### src/rtl/ctc_pkg.sv
package ctc_pkg;
    // configuration address map
    localparam int A_COEF   = 0;
    localparam int N_COEF   = 9;
    localparam int A_GAIN_R = 9;
    localparam int A_GAIN_B = 10;
    localparam int A_OFF    = 11;
    localparam int A_THR    = 14;
    localparam int A_SLOPE  = 15;
    localparam int A_GAMMA  = 16;
    localparam int NCH      = 3;
endpackage

### src/rtl/ctc_regs.sv
module ctc_regs
    import ctc_pkg::*;
#(
    parameter int DW   = 10,
    parameter int CW   = 10,
    parameter int FRAC = 8,
    parameter int GW   = 10,
    parameter int OFW  = 10,
    parameter int SLW  = 9,
    parameter int OW   = 8,
    parameter int NSEG = 16,
    parameter int AW   = 6,
    parameter int RW   = 16
) (
    input  logic                        clk,
    input  logic                        rst_n,
    input  logic                        we,
    input  logic [AW-1:0]               addr,
    input  logic [RW-1:0]               wdata,
    output logic [N_COEF-1:0][CW-1:0]   coef,
    output logic [GW-1:0]               gain_r,
    output logic [GW-1:0]               gain_b,
    output logic [NCH-1:0][OFW-1:0]     off,
    output logic [DW-1:0]               thr,
    output logic [SLW-1:0]              slope,
    output logic [NSEG-1:0][OW-1:0]     gam
);
    localparam int UNITY = 1 << FRAC;

    typedef struct packed {
        logic [N_COEF-1:0][CW-1:0] coef;
        logic [GW-1:0]             gr;
        logic [GW-1:0]             gb;
        logic [NCH-1:0][OFW-1:0]   off;
        logic [DW-1:0]             thr;
        logic [SLW-1:0]            sl;
        logic [NSEG-1:0][OW-1:0]   gam;
    } cfg_t;

    cfg_t cfg_d, cfg_q;

    function automatic cfg_t reset_cfg();
        cfg_t c;
        c = '0;
        for (int i = 0; i < N_COEF; i++)
            c.coef[i] = ((i % 4) == 0) ? CW'(UNITY) : '0;
        c.gr  = GW'(UNITY);
        c.gb  = GW'(UNITY);
        c.thr = '1;
        c.sl  = SLW'(UNITY);
        for (int i = 0; i < NSEG; i++)
            c.gam[i] = OW'((i * (1 << OW)) / NSEG);
        return c;
    endfunction

    always_comb begin
        cfg_d = cfg_q;
        if (we) begin
            for (int i = 0; i < N_COEF; i++)
                if (addr == AW'(A_COEF + i)) cfg_d.coef[i] = wdata[CW-1:0];
            if (addr == AW'(A_GAIN_R)) cfg_d.gr = wdata[GW-1:0];
            if (addr == AW'(A_GAIN_B)) cfg_d.gb = wdata[GW-1:0];
            for (int i = 0; i < NCH; i++)
                if (addr == AW'(A_OFF + i)) cfg_d.off[i] = wdata[OFW-1:0];
            if (addr == AW'(A_THR)) cfg_d.thr = wdata[DW-1:0];
            if (addr == AW'(A_SLOPE))
                cfg_d.sl = (wdata > RW'(UNITY)) ? SLW'(UNITY) : wdata[SLW-1:0];
            for (int i = 0; i < NSEG; i++)
                if (addr == AW'(A_GAMMA + i)) cfg_d.gam[i] = wdata[OW-1:0];
        end
    end

    always_ff @(posedge clk or negedge rst_n) begin
        if (!rst_n) cfg_q <= reset_cfg();
        else        cfg_q <= cfg_d;
    end

    assign coef   = cfg_q.coef;
    assign gain_r = cfg_q.gr;
    assign gain_b = cfg_q.gb;
    assign off    = cfg_q.off;
    assign thr    = cfg_q.thr;
    assign slope  = cfg_q.sl;
    assign gam    = cfg_q.gam;


    slope_cap_chk: assert property (@(posedge clk) disable iff (!rst_n)
        cfg_q.sl <= SLW'(UNITY));
endmodule

### src/rtl/ctc_matrix.sv
module ctc_matrix
    import ctc_pkg::*;
#(
    parameter int DW   = 10,
    parameter int CW   = 10,
    parameter int FRAC = 8
) (
    input  logic                        clk,
    input  logic                        rst_n,
    input  logic                        in_valid,
    input  logic [NCH-1:0][DW-1:0]      in_pix,
    input  logic [N_COEF-1:0][CW-1:0]   coef,
    output logic                        out_valid,
    output logic [NCH-1:0][DW-1:0]      out_pix
);
    localparam int SW  = DW + CW + 3;
    localparam int RND = 1 << (FRAC - 1);

    typedef struct packed {
        logic                   v;
        logic [NCH-1:0][DW-1:0] pix;
    } mat_t;

    mat_t st_d, st_q;

    function automatic logic [DW-1:0] row_mac(
        input logic [NCH-1:0][DW-1:0] px,
        input logic [NCH-1:0][CW-1:0] cf
    );
        logic signed [SW-1:0] acc, xa, ca, sh;
        acc = '0;
        for (int c = 0; c < NCH; c++) begin
            xa  = $signed({{(SW-DW){1'b0}}, px[c]});
            ca  = $signed({{(SW-CW){cf[c][CW-1]}}, cf[c]});
            acc = acc + xa * ca;
        end
        acc = acc + SW'(RND);
        sh  = acc >>> FRAC;
        if (sh[SW-1])             return '0;
        else if (|sh[SW-2:DW])    return '1;
        else                      return sh[DW-1:0];
    endfunction

    always_comb begin
        st_d   = st_q;
        st_d.v = in_valid;
        if (in_valid) begin
            for (int r = 0; r < NCH; r++)
                st_d.pix[r] = row_mac(in_pix, coef[r*NCH +: NCH]);
        end
    end

    always_ff @(posedge clk or negedge rst_n) begin
        if (!rst_n) st_q <= '0;
        else        st_q <= st_d;
    end

    assign out_valid = st_q.v;
    assign out_pix   = st_q.pix;


    valid_follow_chk: assert property (@(posedge clk) disable iff (!rst_n)
        in_valid |=> out_valid);

    gap_follow_chk: assert property (@(posedge clk) disable iff (!rst_n)
        !in_valid |=> !out_valid);
endmodule

### src/rtl/ctc_tone.sv
module ctc_tone
    import ctc_pkg::*;
#(
    parameter int DW   = 10,
    parameter int GW   = 10,
    parameter int OFW  = 10,
    parameter int SLW  = 9,
    parameter int FRAC = 8
) (
    input  logic                        clk,
    input  logic                        rst_n,
    input  logic                        in_valid,
    input  logic [NCH-1:0][DW-1:0]      in_pix,
    input  logic [GW-1:0]               gain_r,
    input  logic [GW-1:0]               gain_b,
    input  logic [NCH-1:0][OFW-1:0]     off,
    input  logic [DW-1:0]               thr,
    input  logic [SLW-1:0]              slope,
    output logic                        out_valid,
    output logic [NCH-1:0][DW-1:0]      out_pix
);
    localparam int RND = 1 << (FRAC - 1);
    localparam int PGW = DW + GW + 1;
    localparam int PKW = DW + SLW + 1;

    typedef struct packed {
        logic                   v1, v2, v3;
        logic [NCH-1:0][DW-1:0] gn;   // after gain
        logic [NCH-1:0][DW-1:0] of;   // after offset
        logic [NCH-1:0][DW-1:0] kn;   // after knee
    } tone_t;

    tone_t st_d, st_q;

    function automatic logic [DW-1:0] f_gain(input logic [DW-1:0] x, input logic [GW-1:0] g);
        logic [PGW-1:0] p;
        p = PGW'(x) * PGW'(g) + PGW'(RND);
        p = p >> FRAC;
        if (|p[PGW-1:DW]) return '1;
        else              return p[DW-1:0];
    endfunction

    function automatic logic [DW-1:0] f_off(input logic [DW-1:0] x, input logic [OFW-1:0] o);
        logic signed [DW+1:0] s;
        s = $signed({2'b00, x}) + $signed(o);
        if (s[DW+1])      return '0;
        else if (s[DW])   return '1;
        else              return s[DW-1:0];
    endfunction

    function automatic logic [DW-1:0] f_knee(input logic [DW-1:0] x, input logic [DW-1:0] t,
                                             input logic [SLW-1:0] s);
        logic [PKW-1:0] p;
        if (x <= t) return x;
        p = PKW'(x - t) * PKW'(s) + PKW'(RND);
        p = (p >> FRAC) + PKW'(t);
        if (|p[PKW-1:DW]) return '1;
        else              return p[DW-1:0];
    endfunction

    always_comb begin
        st_d    = st_q;
        st_d.v1 = in_valid;
        st_d.v2 = st_q.v1;
        st_d.v3 = st_q.v2;
        for (int i = 0; i < NCH; i++) begin
            if (in_valid) begin
                if (i == 0)      st_d.gn[i] = f_gain(in_pix[i], gain_r);
                else if (i == 2) st_d.gn[i] = f_gain(in_pix[i], gain_b);
                else             st_d.gn[i] = in_pix[i];
            end
            if (st_q.v1) st_d.of[i] = f_off(st_q.gn[i], off[i]);
            if (st_q.v2) st_d.kn[i] = f_knee(st_q.of[i], thr, slope);
        end
    end

    always_ff @(posedge clk or negedge rst_n) begin
        if (!rst_n) st_q <= '0;
        else        st_q <= st_d;
    end

    assign out_valid = st_q.v3;
    assign out_pix   = st_q.kn;

    for (genvar i = 0; i < NCH; i++) begin : g_chk

        knee_no_gain_chk: assert property (@(posedge clk) disable iff (!rst_n)
            st_q.v2 |=> st_q.kn[i] <= $past(st_q.of[i]));
    end
endmodule

### src/rtl/ctc_gamma_lane.sv
module ctc_gamma_lane #(
    parameter int DW   = 10,
    parameter int OW   = 8,
    parameter int NSEG = 16
) (
    input  logic                      clk,
    input  logic                      rst_n,
    input  logic                      in_valid,
    input  logic [DW-1:0]             x,
    input  logic [NSEG-1:0][OW-1:0]   tab,
    output logic [OW-1:0]             y
);
    localparam int SB  = $clog2(NSEG);
    localparam int FB  = DW - SB;
    localparam int W   = OW + FB + 3;
    localparam int RND = 1 << (FB - 1);

    typedef struct packed {
        logic [OW-1:0] y;
    } gam_t;

    gam_t st_d, st_q;

    function automatic logic [OW-1:0] interp(input logic [DW-1:0] v,
                                             input logic [NSEG-1:0][OW-1:0] t);
        logic [SB-1:0]       idx, nidx;
        logic [OW-1:0]       p0, p1;
        logic signed [W-1:0] a, b, fe, r;
        idx  = v[DW-1 -: SB];
        nidx = idx + 1'b1;
        p0   = t[idx];
        p1   = (idx == SB'(NSEG - 1)) ? '1 : t[nidx];
        a    = $signed({{(W-OW){1'b0}}, p0});
        b    = $signed({{(W-OW){1'b0}}, p1});
        fe   = $signed({{(W-FB){1'b0}}, v[FB-1:0]});
        r    = ((b - a) * fe + W'(RND)) >>> FB;
        r    = a + r;
        if (r[W-1])            return '0;
        else if (|r[W-2:OW])   return '1;
        else                   return r[OW-1:0];
    endfunction

    always_comb begin
        st_d = st_q;
        if (in_valid) st_d.y = interp(x, tab);
    end

    always_ff @(posedge clk or negedge rst_n) begin
        if (!rst_n) st_q <= '0;
        else        st_q <= st_d;
    end

    assign y = st_q.y;
endmodule

### src/rtl/ctc_colour_pipe.sv
module ctc_colour_pipe
    import ctc_pkg::*;
#(
    parameter int DW   = 10,
    parameter int CW   = 10,
    parameter int FRAC = 8,
    parameter int GW   = 10,
    parameter int OFW  = 10,
    parameter int SLW  = 9,
    parameter int OW   = 8,
    parameter int NSEG = 16,
    parameter int AW   = 6,
    parameter int RW   = 16
) (
    input  logic            clk,
    input  logic            rst_n,
    input  logic            cfg_we,
    input  logic [AW-1:0]   cfg_addr,
    input  logic [RW-1:0]   cfg_wdata,
    input  logic            pix_valid,
    input  logic [DW-1:0]   pix_c0,
    input  logic [DW-1:0]   pix_c1,
    input  logic [DW-1:0]   pix_c2,
    output logic            rgb_valid,
    output logic [OW-1:0]   rgb_r,
    output logic [OW-1:0]   rgb_g,
    output logic [OW-1:0]   rgb_b
);
    logic [N_COEF-1:0][CW-1:0] coef;
    logic [GW-1:0]             gain_r, gain_b;
    logic [NCH-1:0][OFW-1:0]   off;
    logic [DW-1:0]             thr;
    logic [SLW-1:0]            slope;
    logic [NSEG-1:0][OW-1:0]   gam;

    logic                      mat_v, tone_v;
    logic [NCH-1:0][DW-1:0]    mat_pix, tone_pix;
    logic [NCH-1:0][OW-1:0]    gy;
    logic                      rgb_valid_d, rgb_valid_q;

    ctc_regs #(.DW(DW), .CW(CW), .FRAC(FRAC), .GW(GW), .OFW(OFW), .SLW(SLW),
               .OW(OW), .NSEG(NSEG), .AW(AW), .RW(RW)) u_regs (
        .clk(clk), .rst_n(rst_n), .we(cfg_we), .addr(cfg_addr), .wdata(cfg_wdata),
        .coef(coef), .gain_r(gain_r), .gain_b(gain_b), .off(off), .thr(thr),
        .slope(slope), .gam(gam)
    );

    ctc_matrix #(.DW(DW), .CW(CW), .FRAC(FRAC)) u_matrix (
        .clk(clk), .rst_n(rst_n), .in_valid(pix_valid),
        .in_pix({pix_c2, pix_c1, pix_c0}), .coef(coef),
        .out_valid(mat_v), .out_pix(mat_pix)
    );

    ctc_tone #(.DW(DW), .GW(GW), .OFW(OFW), .SLW(SLW), .FRAC(FRAC)) u_tone (
        .clk(clk), .rst_n(rst_n), .in_valid(mat_v), .in_pix(mat_pix),
        .gain_r(gain_r), .gain_b(gain_b), .off(off), .thr(thr), .slope(slope),
        .out_valid(tone_v), .out_pix(tone_pix)
    );

    for (genvar i = 0; i < NCH; i++) begin : g_gamma
        ctc_gamma_lane #(.DW(DW), .OW(OW), .NSEG(NSEG)) u_lane (
            .clk(clk), .rst_n(rst_n), .in_valid(tone_v), .x(tone_pix[i]),
            .tab(gam), .y(gy[i])
        );
    end

    always_comb rgb_valid_d = tone_v;

    always_ff @(posedge clk or negedge rst_n) begin
        if (!rst_n) rgb_valid_q <= 1'b0;
        else        rgb_valid_q <= rgb_valid_d;
    end

    assign rgb_valid = rgb_valid_q;
    assign rgb_r     = gy[0];
    assign rgb_g     = gy[1];
    assign rgb_b     = gy[2];


    hold_idle_chk: assert property (@(posedge clk) disable iff (!rst_n)
        !tone_v |=> (!rgb_valid && $stable({rgb_r, rgb_g, rgb_b})));
endmodule

### config.mk
export PLATFORM = sky130hd
export DESIGN_NAME = ctc_colour_pipe
export DESIGN_NICKNAME = d
export VERILOG_FILES = /design/src/rtl/ctc_pkg.sv /design/src/rtl/ctc_regs.sv /design/src/rtl/ctc_matrix.sv /design/src/rtl/ctc_tone.sv /design/src/rtl/ctc_gamma_lane.sv /design/src/rtl/ctc_colour_pipe.sv
export SDC_FILE = /design/constraint.sdc
export NUM_CORES = 2
export LEC_CHECK = 0
export CAP_MARGIN = 40
export CORE_MARGIN = 2
export CORE_UTILIZATION = 57
export DETAILED_ROUTE_END_ITERATION = 10
export DONT_BUFFER_PORTS = 1
export GPL_ROUTABILITY_DRIVEN = 0
export PLACE_DENSITY = 0.76
export SKIP_CTS_REPAIR_TIMING = 1
export SLEW_MARGIN = 30
export SYNTH_ARGS = -nofsm -noshare
export SYNTH_HDL_FRONTEND = slang
export SYNTH_HIERARCHICAL = 1
export SYNTH_SLANG_ARGS = --single-unit
export TNS_END_PERCENT = 100
### constraint.sdc
create_clock -name clk -period 11.94 [get_ports clk]
set_input_delay 1.194 -clock clk [delete_from_list [all_inputs] [get_ports clk]]
set_output_delay 1.194 -clock clk [all_outputs]
set_load 0.02 [all_outputs]
==> results.toml <==
[sta]
hold_slack_ps = 190
slew_headroom = 0.391
max_freq_mhz = 96.2
period_share = 0.871
worst_slew_pin_slew_ps = 901
fin_ws_ps = 1550
rsz0062_at_grt = "no"
setup_violations = 0
skew_ps = 56.9
finalHoldViolCount = 0
period_minus_slack_ps = 10390
maxSlewViolCount = 0
final.setup.tns_ps = 0

[clock_network]
cts_buffers = 54
clkTransAtPathRegs_ps = 70
cts_tree = "done"
root_buffer = "clkbuf_16"
insertion_delay_ps = 700
cts.sinks = 436
clk_path_buf_depth = 3
htreeDepth = 2

[floorplan]
row_count = 144
die-height_um = 397
core_mm2 = 0.154
die-area_mm2 = 0.158
ios = 81
start_util = 0.573
die_w_um = 397

[synth]
synth_commonest_cells = "inv_1 (1,764), fa_1 (1,259), ha_1 (1,098)"
ys_ff_latch = 436
synth_area_per_cell_um2 = 9.73
syn_area_mm2 = 0.0880
yosysSeqAreaShare = 0.125
yosysUniqueCellTypes = 126
synth_top_area_cell = "fa_1"
synth_nets = 11500
synth_ff_type = "dfrtp_1"
ys_warn_count = 6
synth_area_leaders = "fa_1 (29%), ha_1 (16%), dfrtp_1 (11%), inv_1 (7.5%), mux4_2 (6.1%)"
synth-edff-count = 0
synthArstFlopShare = 1.00
netlist.area_leader.share = 0.286
synthMostInstantiatedCell = "inv_1"
synth_cells = 9045

[setup_path]
cpMostUsedCell = "fa_1"
cp_max_fo = 35
critPathLaunch = "u_tone/out_pix[7]$_DFFE_PN0P_"
r2r_start = "u_tone/out_pix[7]$_DFFE_PN0P_"
end_kind = "flip-flop"
crit_required_ps = 12440
reg2reg_slack_ps = 1550
critPathMaxStageDelay_ps = 740
start_kind = "flip-flop"
slowest_stage = "ha_1"
crit_arrival_ps = 10900
worstSetupPathType = "reg -> reg"
reg2regPathDepth = 35

[status]
status = "complete, no violations"

[place]
place_ws_ps = 1650
placed_area_mm2 = 0.0893
portBuffers = 0
place_hpwl_um = 181000

[grt]
antenna_found_initial = 16
grt_usage = 0.305
grt_pass1_wl_um = 380000
grt_max_degree = 437
grt_pass1_vias = 70600
grt-ovfl-total = 0

[routing]
drt_wl_total_um = 235000
vias = 65400
drt_iter0_drc = 5507
dr.pass1.iters = 6
ant_nets = 0
avgViaCountPerCell = 6.02
wire_per_inst_um = 21.6
drc_errors = 0

[job]
cap_violations = 0

[finish]
nets = 11200
drive_above_1_share = 0.103
area_delta_synth_final_pct = 3.95
final_cell_area_mm2 = 0.0915

[worst_hold_path]
holdCritPathClass = "in -> async"
==> registers in the layout, indices dropped and copies added (netlist names), 2 cells and up <==
name / count
u_regs/gam: 128
u_regs/coef: 90
u_tone/st_q: 60
u_matrix/out_pix: 30
u_regs/off: 30
u_tone/out_pix: 30
g_gamma.u_lane/y: 24
u_regs/gain_b: 10
u_regs/gain_r: 10
u_regs/thr: 10
u_regs/slope: 9
u_tone/st_d: 2
==> cells in the final DEF (no fill, tap or decap), types with 38 or more instances in the layout <==
cell type	instances
buf_4	45
o22ai_1	38
o21ai_0	93
fa_1	1259
ha_1	1098
nor3b_1	48
o21ai_1	65
a21oi_1	225
nor2_1	311
nand2_1	801
a31oi_1	57
and3_1	52
inv_1	1764
xor2_1	72
and2_1	620
nor3_1	55
mux4_2	240
a21o_1	78
xnor2_1	183
nor2b_1	118
dfstp_2	48
nand3_1	82
o21a_1	47
dfrtp_1	382
clkbuf_16	54
mux2_2	277
nand2b_1	65
nand4_1	44
==> layout make-up <==
type	count	area, um^2
multi-input cells	6437	68700
fillers	12500	62200
flip-flops and latches	436	11000
inverters	1770	6640
well taps	2044	2560
clock buffers	73	1510
repair buffers	64	599
clock inverters	29	480
diodes	3	7.51
==> routing by layer <==
layer,GRT usage,share of wire
met5,0.00123,0.00030
met2,0.490,0.46
met1,0.383,0.38
met3,0.0736,0.099
met4,0.159,0.061
==> cell families after synthesis <==
kind of cell,count (synthesis),share of synthesized area
xor gates and xnor gates,256,0.0255
AOI/OAI and AO/OA,902,0.0720
muxes,545,0.101
DFF,436,0.125
adders and majority gates,2357,0.443
buffers and inverters,2172,0.0951
and+or+nand+nor,2377,0.139
==> path summary, 6_finish.rpt <==
| path | end |
|---|---|
| setup / recovery | g_gamma[0].u_lane/y[4]$_DFFE_PN0P_ |
| hold / removal | u_matrix/out_pix[25]$_DFFE_PN0P_ |
| setup reg to reg | g_gamma[0].u_lane/y[4]$_DFFE_PN0P_ |
| hold reg to reg | u_tone/st_q[77]$_DFFE_PN0P_ |
| max in group asynchronous | u_regs/gam[96]$_DFFE_PN0P_ |
| min in group clk | u_tone/st_q[77]$_DFFE_PN0P_ |
==> worst max-delay path, delay by kind of cell (launching register included) <==
family,cells,cell delay [ps]
adder cells (fa/ha/maj),8,3970
AO/OA/AOI/OAI,14,3150
buffers and inverters,5,850
multiplexers,2,830
AND/OR/NAND/NOR,5,830
flip-flops,1,380
XOR/XNOR,1,220
==> through the flow <==
stage | util | instances
floorplan | - | 9045
global placement | 0.580 | 10700
detailed placement | 0.581 | 10700
CTS | 0.594 | 10800
global route | 0.595 | 10900
finish | 0.595 | 10900
Power is left out: the tool's default activity adds up to more than one toggle a clock period on the data nets, which glitch-free logic cannot reach.
